**src/rtl/flow_pkg.sv**
```systemverilog
// Package: shared constants and helpers for the handshake controller.
// Assumes a four-rung trigger ladder indexed by a 2-bit select.
package flow_pkg;
    localparam int unsigned SEL_W   = 2;
    localparam int unsigned NUM_LVL = 1 << SEL_W;

    typedef logic [SEL_W-1:0] lvl_idx_t;

    // Index of the rung above, saturating at the top rung.
    function automatic lvl_idx_t step_up(input lvl_idx_t idx);
        return (idx == lvl_idx_t'(NUM_LVL - 1)) ? idx : idx + lvl_idx_t'(1);
    endfunction

    // Index of the rung below, saturating at the bottom rung.
    function automatic lvl_idx_t step_down(input lvl_idx_t idx);
        return (idx == lvl_idx_t'(0)) ? idx : idx - lvl_idx_t'(1);
    endfunction
endpackage

```
**src/rtl/cts_sync.sv**
```systemverilog
// Module: multi-flop synchronizer for the asynchronous CTS pin.
// Assumes STAGES >= 2. The output is reset to the "clear to send" level (0).
module cts_sync #(
    parameter int unsigned STAGES = 2
) (
    input  logic clk,
    input  logic rst_n,
    input  logic din,
    output logic dout
);
    logic [STAGES-1:0] chain_q;

    // Shift the pin value through the synchronizer chain.
    always_ff @(posedge clk) begin
        if (!rst_n) chain_q <= '0;
        else        chain_q <= {chain_q[STAGES-2:0], din};
    end

    assign dout = chain_q[STAGES-1];

    AST_SYNC_SETTLED: assert property (@(posedge clk) disable iff (!rst_n)
        $stable(chain_q) |=> (dout == $past(chain_q[STAGES-1]))) else $error("sync");
endmodule

```
**src/rtl/rx_thresh.sv**
```systemverilog
// Module: receive-side ladder compare, interrupt flag and RTS hysteresis.
// Assumes fill is in 0..2**CNT_W-1 and that the ladder levels ascend.
// rts_hold is the automatic not-ready state and is cleared while disabled.
module rx_thresh
    import flow_pkg::*;
#(
    parameter int unsigned CNT_W = 7,
    parameter int unsigned LVL0  = 8,
    parameter int unsigned LVL1  = 16,
    parameter int unsigned LVL2  = 56,
    parameter int unsigned LVL3  = 60
) (
    input  logic             clk,
    input  logic             rst_n,
    input  logic [CNT_W-1:0] fill,
    input  lvl_idx_t         sel,
    input  logic             auto_en,
    output logic             rts_hold,
    output logic             irq
);
    localparam logic [CNT_W-1:0] LVL_TAB [NUM_LVL] = '{
        CNT_W'(LVL0), CNT_W'(LVL1), CNT_W'(LVL2), CNT_W'(LVL3)
    };

    logic [NUM_LVL-1:0] at_or_above;
    lvl_idx_t           up_idx;
    lvl_idx_t           dn_idx;
    logic               reach_hi;
    logic               above_lo;

    // One comparator per ladder rung.
    for (genvar g = 0; g < NUM_LVL; g++) begin : g_cmp
        assign at_or_above[g] = (fill >= LVL_TAB[g]);
    end

    // Pick the rungs above and below the selected one.
    always_comb begin
        up_idx   = step_up(sel);
        dn_idx   = step_down(sel);
        reach_hi = at_or_above[up_idx];
        above_lo = at_or_above[dn_idx];
    end

    // Interrupt flag follows the selected rung compare.
    always_ff @(posedge clk) begin
        if (!rst_n) irq <= 1'b0;
        else        irq <= at_or_above[sel];
    end

    // Hysteresis state: set at the upper rung, clear below the lower rung.
    always_ff @(posedge clk) begin
        if (!rst_n)        rts_hold <= 1'b0;
        else if (!auto_en) rts_hold <= 1'b0;
        else if (reach_hi) rts_hold <= 1'b1;
        else if (!above_lo) rts_hold <= 1'b0;
    end

    AST_IRQ_SET: assert property (@(posedge clk) disable iff (!rst_n)
        (fill >= LVL_TAB[sel]) |=> irq) else $error("irq set");
    AST_IRQ_CLEAR: assert property (@(posedge clk) disable iff (!rst_n)
        (fill < LVL_TAB[sel]) |=> !irq) else $error("irq clear");
    AST_RTS_RISE: assert property (@(posedge clk) disable iff (!rst_n)
        (auto_en && fill >= LVL_TAB[step_up(sel)]) |=> rts_hold) else $error("rise");
    AST_RTS_FALL: assert property (@(posedge clk) disable iff (!rst_n)
        (auto_en && fill < LVL_TAB[step_down(sel)]) |=> !rts_hold) else $error("fall");
    AST_RTS_WINDOW: assert property (@(posedge clk) disable iff (!rst_n)
        (auto_en && fill >= LVL_TAB[step_down(sel)] && fill < LVL_TAB[step_up(sel)])
        |=> (rts_hold == $past(rts_hold))) else $error("window");
endmodule

```
**src/rtl/tx_gate.sv**
```systemverilog
// Module: transmit permit, re-evaluated only between characters.
// Assumes tx_busy is high for the whole time a character is being shifted.
module tx_gate (
    input  logic clk,
    input  logic rst_n,
    input  logic cts_s,
    input  logic auto_en,
    input  logic tx_busy,
    output logic permit
);
    // Update the permit only at a character boundary.
    always_ff @(posedge clk) begin
        if (!rst_n)        permit <= 1'b1;
        else if (!tx_busy) permit <= !(auto_en && cts_s);
    end

    AST_PERMIT_HELD: assert property (@(posedge clk) disable iff (!rst_n)
        tx_busy |=> $stable(permit)) else $error("held");
    AST_CTS_STOP: assert property (@(posedge clk) disable iff (!rst_n)
        (!tx_busy && auto_en && cts_s) |=> !permit) else $error("stop");
    AST_CTS_GO: assert property (@(posedge clk) disable iff (!rst_n)
        (!tx_busy && auto_en && !cts_s) |=> permit) else $error("go");
    AST_CTS_OFF: assert property (@(posedge clk) disable iff (!rst_n)
        (!tx_busy && !auto_en) |=> permit) else $error("off");
endmodule

```
**src/rtl/auto_flow_ctrl.sv**
```systemverilog
// Module: top of the RTS/CTS handshake controller for one UART channel.
// Assumes fill_count is synchronous and in range; cts_in may be asynchronous.
// All outputs are registered; rts_out selects between the automatic state
// and the software level with an enable captured on the same edge.
module auto_flow_ctrl
    import flow_pkg::*;
#(
    parameter int unsigned FIFO_DEPTH = 64,
    parameter int unsigned LVL0       = 8,
    parameter int unsigned LVL1       = 16,
    parameter int unsigned LVL2       = 56,
    parameter int unsigned LVL3       = 60,
    parameter int unsigned SYNC_STAGES = 2,
    localparam int unsigned CNT_W     = $clog2(FIFO_DEPTH + 1)
) (
    input  logic             clk,
    input  logic             rst_n,
    input  logic [CNT_W-1:0] fill_count,
    input  logic [SEL_W-1:0] trig_sel,
    input  logic             auto_rts_en,
    input  logic             auto_cts_en,
    input  logic             sw_rts,
    input  logic             cts_in,
    input  logic             tx_busy,
    output logic             rts_out,
    output logic             tx_permit,
    output logic             rx_thr_irq
);
    logic rts_hold;
    logic auto_q;
    logic sw_q;
    logic cts_s;

    rx_thresh #(
        .CNT_W(CNT_W), .LVL0(LVL0), .LVL1(LVL1), .LVL2(LVL2), .LVL3(LVL3)
    ) u_rx (
        .clk      (clk),
        .rst_n    (rst_n),
        .fill     (fill_count),
        .sel      (trig_sel),
        .auto_en  (auto_rts_en),
        .rts_hold (rts_hold),
        .irq      (rx_thr_irq)
    );

    cts_sync #(.STAGES(SYNC_STAGES)) u_sync (
        .clk   (clk),
        .rst_n (rst_n),
        .din   (cts_in),
        .dout  (cts_s)
    );

    tx_gate u_tx (
        .clk     (clk),
        .rst_n   (rst_n),
        .cts_s   (cts_s),
        .auto_en (auto_cts_en),
        .tx_busy (tx_busy),
        .permit  (tx_permit)
    );

    // Capture the mode and software level on the same edge as rts_hold.
    always_ff @(posedge clk) begin
        if (!rst_n) begin
            auto_q <= 1'b0;
            sw_q   <= 1'b0;
        end else begin
            auto_q <= auto_rts_en;
            sw_q   <= sw_rts;
        end
    end

    assign rts_out = auto_q ? rts_hold : sw_q;

    AST_RTS_SOFTWARE: assert property (@(posedge clk) disable iff (!rst_n)
        !auto_rts_en |=> (rts_out == $past(sw_rts))) else $error("sw");
    AST_RESET_QUIET: assert property (@(posedge clk)
        !rst_n |=> (!rts_out && tx_permit && !rx_thr_irq)) else $error("reset");
endmodule

```
**config.mk**
```make
export PLATFORM = sky130hd
export DESIGN_NAME = auto_flow_ctrl
export DESIGN_NICKNAME = d
export VERILOG_FILES = /design/src/rtl/flow_pkg.sv /design/src/rtl/cts_sync.sv /design/src/rtl/rx_thresh.sv /design/src/rtl/tx_gate.sv /design/src/rtl/auto_flow_ctrl.sv
export SDC_FILE = /design/constraint.sdc
export NUM_CORES = 1
export LEC_CHECK = 0
export BUFFER_PORTS_ARGS = -buffer_cell sky130_fd_sc_hd__buf_2
export CAP_MARGIN = 0
export CORE_AREA = 2 2 39 41
export CTS_BUF_LIST = sky130_fd_sc_hd__clkbuf_8 sky130_fd_sc_hd__clkbuf_16
export CTS_CLUSTER_SIZE = 24
export DETAILED_ROUTE_END_ITERATION = 10
export DIE_AREA = 0 0 41 43
export PLACE_DENSITY_LB_ADDON = 0.25
export SETUP_SLACK_MARGIN = 0.4
export SLEW_MARGIN = 20
export SYNTH_ARGS = -nofsm -noshare
export SYNTH_HDL_FRONTEND = slang
export SYNTH_SLANG_ARGS = --single-unit
export TNS_END_PERCENT = 50
```
**constraint.sdc**
```tcl
create_clock -name clk -period 1 [get_ports clk]
set_input_delay 0.05 -clock clk [delete_from_list [all_inputs] [get_ports clk]]
set_output_delay 0.05 -clock clk [all_outputs]
set_load 0.1 [all_outputs]
```
# Word-level counts from Yosys, hierarchy flattened
# Cells that the tools add are included.
# op_classes
mux,11
reduce_logical,4
n_eq_ne,2
n_lt_le_gt_ge,7
addsub,2
# ops
op,n
"7-bit by 6-bit >= comparator with 1-bit output, second input constant",2
"2-bit by 3-bit less-than comparator with 1-bit output, second input constant",3
"7-bit by 4-bit >= comparator with 1-bit output, second input constant",1
"7-bit by 5-bit >= comparator with 1-bit output, second input constant",1
1-bit binary-select mux with 2-bit select,3
1-bit 2-to-1 mux,6
2-bit 2-to-1 mux,2
"2-bit by 1-bit adder with 2-bit output, second input constant",1
"2-bit == test, second input constant",1
2-bit zero test,1
"2-bit by 1-bit != test with 1-bit output, second input constant",1
2-bit AND reduction,1
"2-bit by 1-bit subtractor with 2-bit output, second input constant",1
1-bit logical AND,1
1-bit zero test,1
# word_totals
word_cells,32
regBits,7
output_inout_bits,3
inputBits,16

# Depth between registers and ports, before layout
# Gate-level depths: netlist of the first run.
# depth
ltp_word,6
mapped_depth,4
mapped_depth_nobuf,4

# Cells and area by module
# Synthesis of the first run repeated with hierarchy kept, for this count alone.
# unflattened
cells_unflattened,34
area_unflattened_um2,322.8
# by_module_without_submodules
module,cells_each,seq_area_each_um2,instances,area_per_inst_um2
rx_thresh,21,40.0,1,158.9
auto_flow_ctrl,5,40.0,1,67.6
cts_sync,4,40.0,1,52.6
tx_gate,4,20.0,1,43.8

# Worst setup path before layout of the first run
# Ideal clock, no wire load.
# synth_path
kind,register to register
from,register u_tx.permit (netlist name)
to,register u_tx.permit
stages_incl_launch_ff,3
period_less_slack_ns,1.238
setup_ns,0.063
t_required_ns,0.937
n_path_buf,0
arrival_time_ns,1.175
slack_ns,-0.238
cell_sequence,dfxtp_1 -> mux2i_1 -> nand2_1
# synth_lines
element,line_no,text
to (signal assigned),tx_gate.sv:14,else if (!tx_busy) permit <= !(auto_en && cts_s);
to (decl),tx_gate.sv:9,output logic permit

# Worst setup path in the final report of the first run
# layout_path
from,register auto_q
to,output port rts_out
# layout_via
elab_chain_cells,1
# layout_rtl
element,line_no,text
from (decl),auto_flow_ctrl.sv:30,logic auto_q;
from (signal assigned),auto_flow_ctrl.sv:68,auto_q <= auto_rts_en;
1-bit 2-to-1 mux,auto_flow_ctrl.sv:73,assign rts_out = auto_q ? rts_hold : sw_q;
to (decl),auto_flow_ctrl.sv:25,"output logic rts_out,"
# No other way between the ends.

==> flow_summary.yaml, run 1 <==
final_layout:
  final_nets: 72
  finalCoreUtilization_pct: 38.0
  area_delta_synth_final_pct: 66.0
  post-route-cell-area_sq_um: 526
  antenna_cells_inserted: 0
  final_layout_size_suffix_gt1_share_pct: 50.9
global_route:
  grt_util_met1_pct: 9.39
  grt_start_max_net_pins: 8
  grt_first_pass_wirelength_um: 883
  grtUsageMet3_pct: 1.57
  grt_overflow_total: 0
  gr-max-usage-layer: "met4"
  grt_use_total_pct: 7.85
  antenna_violations_before_repair: 0
  first_global_vias: 244
  use_met2_pct: 9.69
yosys:
  synth_ff_type: "sky130_fd_sc_hd__dfxtp_1"
  synthMostInstantiatedCell: "sky130_fd_sc_hd__dfxtp_1"
  ys_types: 19
  syn-cell-area_sq_um: 317
  edff_count_synth: 0
  post-synth-top-area-cell: "sky130_fd_sc_hd__dfxtp_1"
  ys_async_sr_fraction_pct: 0
  post_synth_inst_count: 35
  synthesis.yosys.warnings: 0
  ys_seq_elements: 7
  seq_area_frac_synth_pct: 44.3
  synth_top_cells_by_area: "sky130_fd_sc_hd__dfxtp_1, sky130_fd_sc_hd__mux2i_1, sky130_fd_sc_hd__and2_1"
  synthesis.area_per_instance_sq_um: 9.04
  synthDominantCellAreaShare_pct: 44.3
  post_synth_most_frequent_cells: "sky130_fd_sc_hd__dfxtp_1, sky130_fd_sc_hd__nand2_1, sky130_fd_sc_hd__and2_1, sky130_fd_sc_hd__nor2_1"
  synth_nets: 51
timing:
  final-hold-violation-count: 0
  maximum_clock_frequency_ghz: 0.944
  max-slew-margin-rel_pct: 86.9
  max_slew.worst_pin.slew_ps: 195
  rsz0062_at_grt: "true"
  period_share_pct: 106
  fin_skew_ps: 0.0388
  report.final.slew_viol_count: 0
  setup_viol: 1
  post-route-min-period_ps: 1060
  timing.final.ws_setup_ps: -59.8
setup_path:
  critical_path_peak_fanout: 1
  critPathMaxStageDelay_ps: 320
  r2r_setup_slack_ps: 30
  crit_path_start_kind: "flip-flop"
  cp-end-kind: "output pin"
  critical_path.reg2reg.startpoint: "u_rx.rts_hold"
  timing.rr.end: "u_rx.rts_hold"
  critPathBufInv: 1
  crit_chain: "mux2_4 -> buf_12"
  critPathTopFamily: "flip-flops"
  timing.setup.critical_path_class: "flip-flop to output pin"
  cpMaxStageDelayCell: "sky130_fd_sc_hd__dfxtp_2"
  cp.arrival_ps: 1010
  timing.critical_path.required_ps: 950
  worst-r2r-cell-count: 4
power_and_ir_drop:
  pwr-share-clk_pct: 44.4
  power.net_switching_uw: 202
  power.density_cell_area_mw_per_mm2: 1590
  internal_power_uw: 631
  max-vdd-ir-drop_mv: 0.466
  p_sw_share_pct: 24.3
  share_comb_of_total_power_pct: 19.5
  static-leakage-power_nw: 0.240
  seq_power_share_pct: 36.1
place:
  portBuffers: 16
  detailedPlace.worstSlack_ps: 39.3
  detailedPlacementHpwl_um: 462
  place_area_sq_um: 469
  gp_routability_congestion: 0.689
min_path:
  min-delay-start: "cts_in"
  holdCritPathClass: "input pin to flip-flop"
  holdPathEnd: "u_sync.chain_q[0]"
  timing.hold.worst_path_depth: 2
detailed_routing:
  avgRoutedWirePerCell_um: 8.32
  first_pass_iters: 3
  detail_route.vias_per_cell: 4.30
  detailroute.via_count: 305
  ant_nets: 0
  remaining_drc_errors: 0
  wirelength_um: 591
  initialDrtViolationCount: 1
floorplanning:
  ioPinCount: 19
  design.core.area_sq_mm: 0.00138
  starting_utilization_of_the_core_area_pct: 22.9
  fp-row-count: 14
  floorplan.die.height_um: 43
  area_enclosed_by_the_die_boundary_sq_mm: 0.00176
  die_width_um: 41
cts:
  root_buffer_cell: "sky130_fd_sc_hd__clkbuf_8"
  cts_max_level: 1
  clock_slew_at_the_register_clock_pins_of_the_worst_setup_and_hold_paths_ps: 40
  cts_tree: "built"
  cts_sinks: 7
  cts-buffers-inserted: 3
  worst_skew_pair.late_latency_ps: 220
  clock_tree.buffer_depth: 2
  post-cts-setup-buffers: 0
  cts_hold_repair.buffers: 0
run_status:
  violations: "setup timing"
  status: "finished, violations left"
flow_run:
  cap_viol_max_count: 0
==> stage by stage <==
step / cells / power (mW) / setup TNS, ps / hold WS, ps
2_1_floorplan: 35 / 0.392 / 0 / 111
3_3_place_gp: 67 / 0.463 / 0 / 262
3_5_place_dp: 67 / 0.463 / 0 / 264
4_1_cts: 71 / 0.846 / -70.5 / 33.3
5_1_grt: 71 / 0.871 / -108 / 35.8
6_report: 71 / 0.833 / -59.8 / 35.8
==> how the worst max path moves through the flow <==
stage	to	startpoint	cells after the start
3_3_place_gp	u_rx.rts_hold	u_rx.rts_hold	4
3_5_place_dp	u_rx.rts_hold	u_rx.rts_hold	4
6_report	rts_out	auto_q	2
5_1_grt	rts_out	auto_q	2
2_1_floorplan	u_rx.rts_hold	u_rx.rts_hold	4
4_1_cts	rts_out	auto_q	2
==> power by group through the flow <==
stage	registers [mW]	clock network (mW)	logic, mW
after floorplan	0.328	0	0.0642
after global placement	0.304	0	0.159
after detailed placement	0.304	0	0.160
after CTS	0.301	0.383	0.162
after global routing	0.302	0.394	0.175
final	0.301	0.370	0.163
==> cell type report <==
cell class / instances / area [sq um]
Multi-Input combinational cell: 28 / 185
Timing Repair Buffer: 16 / 125
Clock buffer: 3 / 41.3
Fill cell: 141 / 858
Tap cell: 16 / 20.0
Sequential cell: 7 / 150
Clock inverter: 1 / 3.75
==> sequential cells by signal (all words and copies together) (netlist names) <==
register,flops
u_sync.chain_q,2
auto_q,1
sw_q,1
u_rx.irq,1
u_rx.rts_hold,1
u_tx.permit,1
==> what timing repair did <==
action	CTS	global route
setup endpoints to repair	5	6
pin swaps	1	3
resized for setup	3	2
==> cells by family (layout without fill, tap and decap cells) <==
logic type / Yosys count / count (layout) / synth area share [%]
AO/OA/AOI/OAI: 6 / 6 / 12.3
buffers and inverters: 0 / 20 / 0
flip-flops: 7 / 7 / 44.3
multiplexers: 3 / 3 / 9.88
AND/OR/NAND/NOR: 19 / 19 / 33.6
==> worst reg2reg max path: stages (launching register included) <==
cell                      delay [ps]
sky130_fd_sc_hd__dfxtp_2         320
sky130_fd_sc_hd__and2b_1         180
sky130_fd_sc_hd__nor3_1           40
sky130_fd_sc_hd__o31ai_1         210
sky130_fd_sc_hd__o21ai_1          90
==> per-layer routing <==
metal,wire length (um),share of wire (%),vias to the layer above
li1,-,-,159
met1,241,41,132
met2,295,50,12
met3,39,6.6,2
met4,14,2.4,0
met5,0,0,-
==> placed cells by master (no fill, tap or decap), types with 2 or more instances in the layout <==
| cell type | instances |
|---|---|
| sky130_fd_sc_hd__and2_1 | 3 |
| sky130_fd_sc_hd__buf_12 | 3 |
| sky130_fd_sc_hd__buf_2 | 13 |
| sky130_fd_sc_hd__clkbuf_8 | 3 |
| sky130_fd_sc_hd__dfxtp_1 | 3 |
| sky130_fd_sc_hd__dfxtp_2 | 2 |
| sky130_fd_sc_hd__dfxtp_4 | 2 |
| sky130_fd_sc_hd__mux2i_1 | 2 |
| sky130_fd_sc_hd__nand2_1 | 5 |
| sky130_fd_sc_hd__nor2_1 | 2 |
Note: power is estimated with default switching activity, not from simulation.
==> run 2: changes to the inputs <==
--- a/config.mk
+++ b/config.mk
@@ -5,14 +5,14 @@
 export SDC_FILE = /design/constraint.sdc
 export NUM_CORES = 1
 export LEC_CHECK = 0
-export BUFFER_PORTS_ARGS = -buffer_cell sky130_fd_sc_hd__buf_2
+export BUFFER_PORTS_ARGS = -buffer_cell sky130_fd_sc_hd__clkbuf_2
 export CAP_MARGIN = 0
 export CORE_AREA = 2 2 39 41
 export CTS_BUF_LIST = sky130_fd_sc_hd__clkbuf_8 sky130_fd_sc_hd__clkbuf_16
 export CTS_CLUSTER_SIZE = 24
 export DETAILED_ROUTE_END_ITERATION = 10
 export DIE_AREA = 0 0 41 43
-export PLACE_DENSITY_LB_ADDON = 0.25
+export PLACE_DENSITY = 0.48
 export SETUP_SLACK_MARGIN = 0.4
 export SLEW_MARGIN = 20
 export SYNTH_ARGS = -nofsm -noshare
==> flow_summary.yaml, run 2 (synthesis gave the netlist of run 1 again) <==
min_path:
  holdCritPathClass: "input pin to flip-flop"
  holdPathEnd: "u_sync.chain_q[0]"
  min-delay-start: "cts_in"
  timing.hold.worst_path_depth: 2
global_route:
  grt_overflow_total: 0
  antenna_violations_before_repair: 0
  grt_start_max_net_pins: 8
  first_global_vias: 264
  grt_use_total_pct: 8.43
  grt_first_pass_wirelength_um: 993
place:
  gp_routability_congestion: 0.700
  instance_count_after_placement_with_tap_cells_included: 67
  place_area_sq_um: 469
  portBuffers: 16
  detailedPlacementHpwl_um: 495
setup_path:
  timing.rr.end: "u_rx.rts_hold"
  critical_path.reg2reg.startpoint: "u_rx.rts_hold"
  cp.arrival_ps: 1010
  timing.critical_path.required_ps: 950
  crit_path_start_kind: "flip-flop"
  r2r_setup_slack_ps: 40
  worst-r2r-cell-count: 4
  critical_path_peak_fanout: 1
  cp-end-kind: "output pin"
  timing.setup.critical_path_class: "flip-flop to output pin"
timing:
  rsz0062_at_grt: "true"
  fin_skew_ps: 0.147
  max_slew.worst_pin.slew_ps: 159
  post-route-min-period_ps: 1060
  max-slew-margin-rel_pct: 89.1
  period_share_pct: 106
  finalSetupTns_ps: -60.7
  final-hold-violation-count: 0
  timing.final.ws_setup_ps: -60.7
  maximum_clock_frequency_ghz: 0.943
  report.final.slew_viol_count: 0
  setup_viol: 1
floorplanning:
  floorplan.die.height_um: 43
  die_width_um: 41
  design.core.area_sq_mm: 0.00138
  fp-row-count: 14
  starting_utilization_of_the_core_area_pct: 22.9
  area_enclosed_by_the_die_boundary_sq_mm: 0.00176
  ioPinCount: 19
final_layout:
  fin_cells: 71
  registers.top_by_ff_count: "u_sync.chain_q"
  antenna_cells_inserted: 0
  final_nets: 72
  largest_reg_flops: 2
  final_cell_mix: "sky130_fd_sc_hd__clkbuf_2, sky130_fd_sc_hd__nand2_1"
  nFillCells: 144
  final_layout_size_suffix_gt1_share_pct: 49.1
  area_delta_synth_final_pct: 67.6
  post-route-cell-area_sq_um: 531
  leading_cell_type_in_the_layout_fill_and_taps_excluded: "sky130_fd_sc_hd__clkbuf_2"
detailed_routing:
  remaining_drc_errors: 0
  initialDrtViolationCount: 0
  avgRoutedWirePerCell_um: 8.49
  first_pass_iters: 1
  detailroute.via_count: 295
  ant_nets: 0
  wirelength_um: 603
  detail_route.vias_per_cell: 4.15
cts:
  cts-buffers-inserted: 3
  clock_tree.buffer_depth: 2
  worst_skew_pair.late_latency_ps: 220
  cts_max_level: 1
  cts_tree: "built"
  cts_sinks: 7
  cts_hold_repair.buffers: 0
  root_buffer_cell: "sky130_fd_sc_hd__clkbuf_8"
  post-cts-setup-buffers: 0
  clock_slew_at_the_register_clock_pins_of_the_worst_setup_and_hold_paths_ps: 40
power_and_ir_drop:
  static-leakage-power_nw: 0.248
  power.net_switching_uw: 204
  p_sw_share_pct: 24.3
  pwr-share-clk_pct: 44.2
  internal_power_uw: 633
  power.density_cell_area_mw_per_mm2: 1580
  share_comb_of_total_power_pct: 19.7
  seq_power_share_pct: 36.0
  max-vdd-ir-drop_mv: 0.642
run_status:
  violations: "setup timing"
  status: "finished, violations left"
flow_run:
  cap_viol_max_count: 0
## run 2: power by group through the flow
| stage | sequential, mW | clock, mW | combinational (mW) |
|---|---|---|---|
| floorplan | 0.328 | 0 | 0.0642 |
| detailed placement | 0.304 | 0 | 0.160 |
| global route | 0.303 | 0.414 | 0.178 |
| finish | 0.301 | 0.370 | 0.165 |
| CTS | 0.302 | 0.382 | 0.162 |
| global placement | 0.304 | 0 | 0.160 |
## run 2: how the worst max path moves through the flow
| stage | from | endpoint | slack, ps | cells after the start |
|---|---|---|---|---|
| floorplan | u_rx.rts_hold | u_rx.rts_hold | 100 | 4 |
| finish | auto_q | rts_out | -60 | 2 |
| detailed placement | u_rx.rts_hold | u_rx.rts_hold | 30 | 4 |
| CTS | auto_q | rts_out | -70 | 2 |
| global placement | u_rx.rts_hold | u_rx.rts_hold | 50 | 4 |
| global route | auto_q | rts_out | -90 | 2 |
## run 2: metrics by stage
stage                     utilization, %  setup WS [ps]  total power [mW]  hold WS (ps)
final                               38.3          -60.7             0.837          37.9
after global routing                38.3          -86.4             0.895          27.3
after CTS                           37.6          -68.6             0.846          38.8
after detailed placement            33.9           32.9             0.464           267
after global placement              33.9           47.1             0.464           261
after floorplan                        -           95.3             0.392           111
## run 2: timing repair
action | CTS | global route
endpoints found under the hold margin | 0 | 0
endpoints found under the setup margin | 5 | 6
pin swaps | 1 | 2
resized for setup | 3 | 4
## run 2: critical path, stage by stage (launching register included)
cell and delay (ps):
sky130_fd_sc_hd__dfxtp_2 320, sky130_fd_sc_hd__mux2_4 310, sky130_fd_sc_hd__buf_12 170
## run 2: layer usage
layer  vias up  wire length [um]  GRT usage (%)  part of all wire, %
met3         2                65           4.71                   11
li1        160                 -              -                    -
met5         -                 0              0                    0
met2        17               244           10.0                   40
met1       116               282           11.9                   47
met4         0                11           4.00                  1.8
## run 2: final cells by class
class / instances / area (sq um) / area share, %
Clock buffer: 3 / 41.3 / 7.78
Tap cell: 16 / 20.0 / 3.77
Sequential cell: 7 / 150 / 28.3
Clock inverter: 1 / 3.75 / 0.708
Multi-Input combinational cell: 28 / 188 / 35.4
Timing Repair Buffer: 16 / 128 / 24.1
